==> src/rtl/colgen_pkg.sv <==
package colgen_pkg;

  typedef struct packed {
    logic [2:0] bl;
    logic       ilv;
    logic       lat3;
    logic       brsw;
  } cfg_t;

  localparam logic [2:0] BL_FULL = 3'b111;
  localparam logic [2:0] BL_TOP  = 3'b011;

  localparam cfg_t CFG_RESET = '{bl: 3'b000, ilv: 1'b0, lat3: 1'b0, brsw: 1'b0};

endpackage

==> src/rtl/colgen_mode_dec.sv <==
module colgen_mode_dec
  import colgen_pkg::*;
#(
  parameter int MODE_W = 12
) (
  input  logic              clk,
  input  logic              rst_n,
  input  logic              load,
  input  logic [MODE_W-1:0] word,
  output cfg_t              cfg,
  output logic              err
);

  cfg_t cfg_q, cfg_d;
  logic err_q, err_d;
  logic bl_ok, lat_ok, op_ok, good, cfg_en;

  always_comb begin
    bl_ok  = (word[2:0] <= BL_TOP) || ((word[2:0] == BL_FULL) && !word[3]);
    lat_ok = (word[6:4] == 3'b010) || (word[6:4] == 3'b011);
    op_ok  = (word[8:7] == 2'b00) && (word[MODE_W-1:10] == '0);
    good   = bl_ok && lat_ok && op_ok;
    cfg_en = load && good;
    cfg_d.bl   = word[2:0];
    cfg_d.ilv  = word[3];
    cfg_d.lat3 = (word[6:4] == 3'b011);
    cfg_d.brsw = word[9];
    err_d  = err_q || (load && !good);
  end

  always_ff @(posedge clk or negedge rst_n) begin
    if (!rst_n) begin
      cfg_q <= CFG_RESET;
      err_q <= 1'b0;
    end else begin
      if (cfg_en) cfg_q <= cfg_d;
      err_q <= err_d;
    end
  end

  assign cfg = cfg_q;
  assign err = err_q;

endmodule

==> src/rtl/colgen_seq.sv <==
module colgen_seq
  import colgen_pkg::*;
#(
  parameter int COL_W = 8
) (
  input  logic             clk,
  input  logic             rst_n,
  input  logic             go,
  input  logic             halt,
  input  logic             wr,
  input  logic [COL_W-1:0] start,
  input  logic [2:0]       bl,
  input  logic             ilv,
  input  logic             brsw,
  output logic             valid,
  output logic             last,
  output logic [COL_W-1:0] base,
  output logic [COL_W-1:0] beat,
  output logic [COL_W-1:0] mask,
  output logic             ilv_mode
);

  logic             valid_q, valid_d;
  logic [COL_W-1:0] beat_q, beat_d;
  logic [COL_W-1:0] base_q, mask_q, mask_new;
  logic             ilv_q, full_q, full_new, single_wr;

  always_comb begin
    single_wr = wr && brsw;
    case (bl)
      3'b000:  mask_new = '0;
      3'b001:  mask_new = COL_W'(1);
      3'b010:  mask_new = COL_W'(3);
      3'b011:  mask_new = COL_W'(7);
      BL_FULL: mask_new = '1;
      default: mask_new = '0;
    endcase
    full_new = (bl == BL_FULL);
    if (single_wr) begin
      mask_new = '0;
      full_new = 1'b0;
    end
  end

  assign last = valid_q && !full_q && (beat_q == mask_q);

  always_comb begin
    valid_d = valid_q;
    beat_d  = beat_q;
    if (go) begin
      valid_d = 1'b1;
      beat_d  = '0;
    end else if (halt) begin
      valid_d = 1'b0;
    end else if (valid_q) begin
      if (last) valid_d = 1'b0;
      else      beat_d  = beat_q + COL_W'(1);
    end
  end

  always_ff @(posedge clk or negedge rst_n) begin
    if (!rst_n) begin
      valid_q <= 1'b0;
      beat_q  <= '0;
    end else begin
      valid_q <= valid_d;
      beat_q  <= beat_d;
    end
  end

  always_ff @(posedge clk or negedge rst_n) begin
    if (!rst_n) begin
      base_q <= '0;
      mask_q <= '0;
      ilv_q  <= 1'b0;
      full_q <= 1'b0;
    end else if (go) begin
      base_q <= start;
      mask_q <= mask_new;
      ilv_q  <= ilv;
      full_q <= full_new;
    end
  end

  assign valid    = valid_q;
  assign base     = base_q;
  assign beat     = beat_q;
  assign mask     = mask_q;
  assign ilv_mode = ilv_q;

endmodule

==> src/rtl/colgen_addr.sv <==
module colgen_addr #(
  parameter int COL_W = 8
) (
  input  logic [COL_W-1:0] base,
  input  logic [COL_W-1:0] beat,
  input  logic [COL_W-1:0] mask,
  input  logic             ilv,
  output logic [COL_W-1:0] addr
);

  logic [COL_W-1:0] sum;

  assign sum = base + beat;

  for (genvar i = 0; i < COL_W; i++) begin : g_bit
    assign addr[i] = mask[i] ? (ilv ? (base[i] ^ beat[i]) : sum[i]) : base[i];
  end

endmodule

==> src/rtl/burst_colgen.sv <==
module burst_colgen
  import colgen_pkg::*;
#(
  parameter int COL_W  = 8,
  parameter int MODE_W = 12
) (
  input  logic              clk,
  input  logic              rst_n,
  input  logic              mode_load,
  input  logic [MODE_W-1:0] mode_word,
  input  logic              burst_go,
  input  logic [COL_W-1:0]  start_col,
  input  logic              is_write,
  input  logic              burst_halt,
  output logic [COL_W-1:0]  col_addr,
  output logic              col_valid,
  output logic              col_last,
  output logic [1:0]        cas_lat,
  output logic              mode_err
);

  cfg_t             cfg;
  logic [COL_W-1:0] base, beat, mask;
  logic             ilv_mode;

  colgen_mode_dec #(.MODE_W(MODE_W)) u_dec (
    .clk   (clk),
    .rst_n (rst_n),
    .load  (mode_load),
    .word  (mode_word),
    .cfg   (cfg),
    .err   (mode_err)
  );

  colgen_seq #(.COL_W(COL_W)) u_seq (
    .clk      (clk),
    .rst_n    (rst_n),
    .go       (burst_go),
    .halt     (burst_halt),
    .wr       (is_write),
    .start    (start_col),
    .bl       (cfg.bl),
    .ilv      (cfg.ilv),
    .brsw     (cfg.brsw),
    .valid    (col_valid),
    .last     (col_last),
    .base     (base),
    .beat     (beat),
    .mask     (mask),
    .ilv_mode (ilv_mode)
  );

  colgen_addr #(.COL_W(COL_W)) u_addr (
    .base (base),
    .beat (beat),
    .mask (mask),
    .ilv  (ilv_mode),
    .addr (col_addr)
  );

  assign cas_lat = cfg.lat3 ? 2'd3 : 2'd2;

endmodule

==> config.mk <==
export PLATFORM = sky130hd
export DESIGN_NAME = burst_colgen
export DESIGN_NICKNAME = d
export VERILOG_FILES = /design/src/rtl/colgen_pkg.sv /design/src/rtl/colgen_mode_dec.sv /design/src/rtl/colgen_seq.sv /design/src/rtl/colgen_addr.sv /design/src/rtl/burst_colgen.sv
export SDC_FILE = /design/constraint.sdc
export NUM_CORES = 1
export LEC_CHECK = 0
export BUFFER_PORTS_ARGS = -buffer_cell sky130_fd_sc_hd__buf_2
export CAP_MARGIN = 20
export CORE_MARGIN = 5
export CORE_UTILIZATION = 48
export DETAILED_ROUTE_END_ITERATION = 6
export PLACE_DENSITY = 0.71
export SLEW_MARGIN = 20
export SYNTH_ARGS = -nofsm -noshare
export SYNTH_HDL_FRONTEND = slang
export SYNTH_SLANG_ARGS = --single-unit
==> constraint.sdc <==
create_clock -name clk -period 4.45 [get_ports clk]
set_input_delay 0.89 -clock clk [delete_from_list [all_inputs] [get_ports clk]]
set_output_delay 0.89 -clock clk [all_outputs]
set_load 0.05 [all_outputs]
==> results of run 1 <==
routing by layer:
metal | vias up | GRT usage (%)
met5 | - | 0
met4 | 0 | 4.10
met3 | 4 | 6.65
met2 | 40 | 25.7
met1 | 716 | 20.2
li1 | 764 | -
critical path, cell delays in order, from the launching register on:
cell     delay, ns
dfrtp_1       0.49
ha_1          0.25
inv_1         0.06
fa_1          0.39
nor2b_1       0.13
o21ai_0       0.12
a21oi_1       0.19
xnor2_1       0.08
a21oi_1       0.13
buf_2         0.27
through the flow:
step | utilization (%) | cell area [µm²]
2_1_floorplan | - | 1870
3_3_place_gp | 56.0 | 2080
3_5_place_dp | 56.0 | 2080
4_1_cts | 58.6 | 2180
5_1_grt | 58.6 | 2180
6_report | 58.6 | 2180
worst min-delay path by stage:
stage	to	slack, ns	start	cells after the start
2_1_floorplan	u_dec.cfg[2]$_DFFE_PN0P_	0.47	u_dec.cfg[2]$_DFFE_PN0P_	1
3_3_place_gp	u_dec.err$_DFF_PN0_	0.45	u_dec.err$_DFF_PN0_	1
3_5_place_dp	u_dec.err$_DFF_PN0_	0.45	u_dec.err$_DFF_PN0_	1
4_1_cts	u_dec.err$_DFF_PN0_	0.47	u_dec.err$_DFF_PN0_	1
5_1_grt	u_dec.err$_DFF_PN0_	0.48	u_dec.err$_DFF_PN0_	1
6_report	u_dec.err$_DFF_PN0_	0.47	u_dec.err$_DFF_PN0_	1
cell usage in the layout, fill, tap and decap left out, types with 2 or more instances in the layout:
cell,count
buf_2,37
dfrtp_1,30
o21ai_0,21
a21oi_1,14
mux2_2,14
inv_1,12
nand2_1,12
nor2_1,12
ha_1,8
nand2b_1,6
or3_1,6
clkbuf_8,6
nand3_1,5
nor2b_1,4
nor3_1,3
xnor2_1,3
nor4_1,3
mux2i_1,3
nand4_1,3
a21o_1,2
a2111oi_0,2
xor2_1,2
kinds of logic (layout without fill, tap and decap cells):
| family | Yosys count | count (layout) | synth area share (%) |
|---|---|---|---|
| AO/OA/AOI/OAI | 48 | 48 | 17.6 |
| buffers and inverters | 20 | 58 | 4.61 |
| flip-flops | 30 | 30 | 40.1 |
| XOR/XNOR | 6 | 6 | 3.20 |
| other | 1 | 1 | 0.200 |
| AND/OR/NAND/NOR | 61 | 61 | 18.0 |
| multiplexers | 17 | 17 | 10.0 |
| adder cells (fa/ha/maj) | 9 | 9 | 6.41 |
registers in the layout (all words and copies together) (netlist names):
name            cells
u_dec.cfg           6
u_dec.err           1
u_seq.base          8
u_seq.beat          8
u_seq.full_q        1
u_seq.ilv_mode      1
u_seq.mask          4
u_seq.valid         1
power by group:
| part | internal [W] | total [W] | switching, W |
|---|---|---|---|
| combinational | 0.0000593 | 0.000167 | 0.000107 |
| sequential | 0.000291 | 0.000311 | 0.0000201 |
| clock | 0.000124 | 0.000236 | 0.000112 |
layout make-up:
cell class                      instances  share of cell area, %
Sequential cell                        30                   34.5
Multi-Input combinational cell        142                   47.6
Clock buffer                            6                   3.79
Clock inverter                          2                  0.575
Inverter                               13                   2.24
Tap cell                               48                   2.76
Timing Repair Buffer                   37                   8.51
==> summary.md, run 1 <==
| Metric | Value |
|---|---|
| Outcome | completed |
| Final Max Slew Viols | 0 |
| Setup slack at placement | 1.47 ns |
| Total track usage | roughly 16% |
| TritonCTS clock tree | built |
| Setup CP Type | reg2out |
| Synth area leaders | dfrtp_1 (40%), mux2_2 (8.4%), o21ai_0 (5.6%), ha_1 (5.3%), a21oi_1 (3.7%) |
| Fin Setup TNS | 0 ns |
| R2R depth | 5 |
| Metal3 WL | around 270 µm |
| Worst r2r dst | u_seq.beat[6]$_DFFE_PN0P_ |
| Overall die width | about 72 µm |
| Leading area contributor after synthesis | dfrtp_1 |
| Ys flop type | dfrtp_1 |
| Via/cell ratio | roughly 5.5 |
| Cell Area, Synth | 0.00187 mm² |
| Post-synth top area share | 40.1% |
| PwrDens | roughly 330 mW/mm² |
| Fillers | between 300 and 400 |
| Top Ports | 39 |
| DP HPWL | between 2000 and 3000 µm |
| Area growth from synthesis to layout | 16.2% |
| Hold crit path type | reg2reg |
| Layout Skew | slightly below 0.006 ns |
| Die ar. | about 0.0053 mm² |
| Max-cap violations | 0 |
| Critical Path Start Type | flip-flop |
| Mapped Cells | roughly 190 |
| H-tree depth | 2 |
| Antenna diode count | 0 |
| Count leader, synth | dfrtp_1 |
| Reg-to-reg slack, setup | 2.47 ns |
| Post-DRT Antenna Nets | 0 |
| Via Count | around 1500 |
| CP arrival | about 2.4 ns |
| Ys async rst share | 100% |
| DR DRC count | 0 |
| Min Tclk post-route | 3.29 ns |
| Final Power | approximately 0.00071 W |
| Hold WS | 0.465 ns |
| Vert. Die Dim | slightly above 70 µm |
| Sequential area share after synthesis | between 40% and 50% |
| Clock transition at path regs | 0.07 ns |
| DRT iter0 DRCs | 52 |
| RSZ-0062 raised after global routing | no |
| CTS Buf Count | 5 |
| Port-buffer cells | 37 |
| Fin nets | 264 |
| Clk Latency, worst-skew pair | about 0.29 ns |
| Worst-path fanout max | 7 |
| Multi-input gate area | around 0.0010 mm² |
| Nets in the synthesized netlist | approximately 230 |
| Routed Wire Length | roughly 3900 µm |
| Post_cts resized | 0 |
| Metal-1 WL | 1750 µm |
| YS warnings | 0 |
| CP required | between 3 and 4 ns |
| Site row count | 22 |
| Mean area per synthesized cell | just under 10 µm² |
| Drt pass-1 iters | 4 |
| Storage cell area | about 750 µm² |
| Final setup viols | 0 |
| Final worst slack | around 1.2 ns |
| Hold_buf cts | 0 |
| Final hold viol count | 0 |
| Core area | 0.00372 mm² |
| CP Capture Type | output pin |
| Grt ovf | 0 |
| Metal2 WL | about 1900 µm |
| CP Capture Point | col_addr[4] |
| Synth cell count leaders | dfrtp_1 (30), o21ai_0 (21), a21oi_1 (14), mux2_2 (14) |
| Gpl congestion | about 0.77 |
| Seq cells post-synth | 30 |
| Fmax | approximately 0.3 GHz |
| Pin count of the biggest net entering global routing | 31 |
| Sink Count | 30 |
| Number of global-route vias before repair | approximately 1400 |
| Post-synth EDFFs | 0 |
| First-pass GRT wire length | about 6600 µm |
| FF-to-FF Start | u_seq.mask[6]$_DFFE_PN0P_ |
| Post-synth cell types | 42 |
| Peak supply drop | around 0.00020 V |
| Maximum root-to-sink buffer count | 2 |
| Setup Fix Bufs, Post-CTS | 0 |
| Worst Tran Pin Value | between 0.6 and 0.7 ns |
| Dpl cells | 270 |
| DR WL/cell | about 14 µm |
| Critical Path Start | u_seq.beat[0]$_DFFE_PN0P_ |
| Final Non-Filler Cells | ~280 |
| Tcrit/Tclk final | between 70% and 80% |
| Antenna violations before repair | 0 |
| Top layer in use | met4 |
| Clock root buffer | clkbuf_8 |
| LEAKAGE | roughly 0.96 nW |
| Max_slew headroom | between 50% and 60% |
| Starting Density | between 50 and 60% |
| Layout cell share with drive strength beyond 1 | 29.1% |
Note: power is estimated with default switching activity, not from simulation.
==> run 2: changes to the inputs <==
- clock period: 4.45 -> 3.2 ns (I/O delays scaled with it)
==> run 2 against run 1 <==
Against the previous run:
- total power rose by 60%
- worst hold slack got worse by 0.079 ns
- die area did not move
- critical path depth did not move
- register-to-register slack got worse by 1.3 ns
- cell area rose by 2.3%
- combinational power rose by 39%
- global-route usage fell by 0.096 points
- via count fell by 2.5%
- cell count did not move
- worst setup slack got worse by 0.94 ns
- largest cell class unchanged
==> summary.md, run 2 (same netlist as run 1, synthesis figures left out) <==
| Metric | Value |
|---|---|
| Outcome | completed |
| Via Count | 1486 |
| Clock root buffer | clkbuf_8 |
| CP top delay family | adder cells |
| CP max stage delay | roughly 0.47 ns |
| Fin nets | between 200 and 300 |
| Overall die width | 72.5 µm |
| Worst-path fanout max | 7 |
| Top Ports | 39 |
| Max-cap violations | 0 |
| TritonCTS clock tree | built |
| Port-buffer cells | 37 |
| Final setup viols | 0 |
| Crit-path slowest cell | dfrtp_1 |
| CP arrival | around 2.3 ns |
| DRT iter0 DRCs | 36 |
| Clk pwr share | between 40% and 50% |
| LEAKAGE | 0.985 nW |
| Area growth from synthesis to layout | 18.8% |
| Multi-input gate area | between 0.001 and 0.0015 mm² |
| Antenna violations before repair | 0 |
| Total track usage | between 10% and 20% |
| Power share of the combinational group | between 20% and 30% |
| Clock transition at path regs | 0.07 ns |
| Vert. Die Dim | 72.5 µm |
| Hold crit path type | in2async |
| Site row count | 22 |
| Grt ovf | 0 |
| Antenna diode count | 0 |
| CP required | between 2 and 3 ns |
| Min Tclk post-route | ~3.0 ns |
| PwrDens | ~510 mW/mm² |
| Gpl congestion | 0.768 |
| Critical Path Start Type | flip-flop |
| Internal power | between 0.0008 and 0.0009 W |
| Maximum root-to-sink buffer count | 2 |
| RSZ-0062 raised after global routing | no |
| Most frequent cells in the layout | buf_2 (36), dfrtp_1 (30), o21ai_0 (21) |
| First-pass GRT wire length | between 6000 and 7000 µm |
| Final hold viol count | 0 |
| Hold_buf cts | 0 |
| Clk Latency, worst-skew pair | between 0.2 and 0.3 ns |
| DR WL/cell | around 14 µm |
| Final Max Slew Viols | 0 |
| Net Switching | 0.000325 W |
| CP Depth | 9 |
| Die ar. | between 0.005 and 0.006 mm² |
| Final Non-Filler Cells | 278 |
| Seq pwr share | 37.8% |
| Worst Tran Pin Value | around 0.68 ns |
| Via/cell ratio | around 5.3 |
| H-tree depth | 2 |
| Fillers | approximately 330 |
| Starting Density | between 50 and 60% |
| Buf+Inv Stages, Crit Path | 2 |
| Routed Wire Length | between 3000 and 4000 µm |
| Layout cell share with drive strength beyond 1 | between 20 and 30% |
| Max_slew headroom | 54.7% |
| Post-DRT Antenna Nets | 0 |
| Top cell by count, worst path | a21oi_1 |
| DP HPWL | 2980 µm |
| DR DRC count | 0 |
| Sw Ratio | 28.4% |
| Core area | between 0.003 and 0.004 mm² |
| Number of global-route vias before repair | between 1000 and 1500 |
| Pin count of the biggest net entering global routing | 31 |
| CTS Buf Count | 5 |
| Dpl cells | 270 |
| CP Capture Type | output pin |
| Peak supply drop | 0.000226 V |
| Most common cell after layout, fill and taps aside | buf_2 |
| Layout Skew | around 0.0038 ns |
| Fmax | between 0.3 and 0.4 GHz |
| Setup CP Type | reg2out |
| Drt pass-1 iters | 4 |
| Storage cell area | 751 µm² |
| Fin Setup TNS | 0 ns |
| Tcrit/Tclk final | 93.3% |
| R2R depth | 5 |
| Cells along the critical path | ha_1 > inv_1 > fa_1 > nor2b_1 > o21ai_0 > a21oi_1 > xnor2_1 > a21oi_1 > buf_2 |
| Sink Count | 30 |
[run 2: changes by cell type in the layout (fill, tap and decap cells not counted), sizes merged]
cell | before | now
buf | 37 | 36
bufinv | 0 | 2
clkbuf | 6 | 7
clkinv | 1 | 0
clkinvlp | 1 | 0
[run 2: area by class of cell]
cell class | count | area share [%]
Tap cell | 48 | 2.70
Clock inverter | 2 | 2.70
Timing Repair Buffer | 37 | 8.43
Sequential cell | 30 | 33.7
Inverter | 13 | 2.19
Clock buffer | 6 | 3.71
Multi-Input combinational cell | 142 | 46.6
[run 2: routing by layer]
metal	GRT usage [%]	wire, µm	up-vias
met4	5.53	31	0
li1	-	-	766
met5	0	0	-
met1	20.6	1740	679
met2	25.8	1820	38
met3	4.29	273	3
[run 2: power by group through the flow]
stage | Clock, W | Combinational [W] | Sequential [W]
floorplan | 0 | 0.000183 | 0.000435
global placement | 0 | 0.000231 | 0.000439
detailed placement | 0 | 0.000234 | 0.000440
CTS | 0.000489 | 0.000235 | 0.000433
global route | 0.000506 | 0.000255 | 0.000437
finish | 0.000480 | 0.000232 | 0.000433
[run 2: path summary, 6_finish.rpt]
path / to / slack (ns) / startpoint
max: col_addr[4] / 0.22 / u_seq.beat[0]$_DFFE_PN0P_
min: u_seq.base[5]$_DFFE_PN0P_ / 0.39 / rst_n
max reg2reg: u_seq.beat[6]$_DFFE_PN0P_ / 1.20 / u_seq.mask[6]$_DFFE_PN0P_
min reg2reg: u_dec.err$_DFF_PN0_ / 0.47 / u_dec.err$_DFF_PN0_
max in group asynchronous: u_dec.cfg[3]$_DFFE_PN0P_ / 2.37 / rst_n
min in group clk: u_dec.err$_DFF_PN0_ / 0.47 / u_dec.err$_DFF_PN0_
[run 2: per-stage QoR]
stage               power (W)  util (%)  worst slack (ns)  hold slack [ns]  area [µm²]
floorplan            0.000618         -             0.267            0.344        1870
global placement     0.000671      56.0             0.522            0.454        2080
detailed placement   0.000674      56.0             0.506            0.452        2080
CTS                   0.00116      59.9             0.191            0.414        2220
global route          0.00120      59.9            0.0183            0.457        2230
finish                0.00115      59.9             0.215            0.386        2230
[run 2: what timing repair did]
item,4_1_cts,5_1_grt
gates resized for setup,0,1
endpoints found under the setup margin,0,1
setup buffers,0,0
[run 2: worst register-to-register path: stages, from the launching register on]
cell	delay (ns)
dfrtp_1	0.62
inv_1	0.21
o221ai_2	0.34
nor4_4	0.13
or4_1	0.48
a21oi_1	0.15
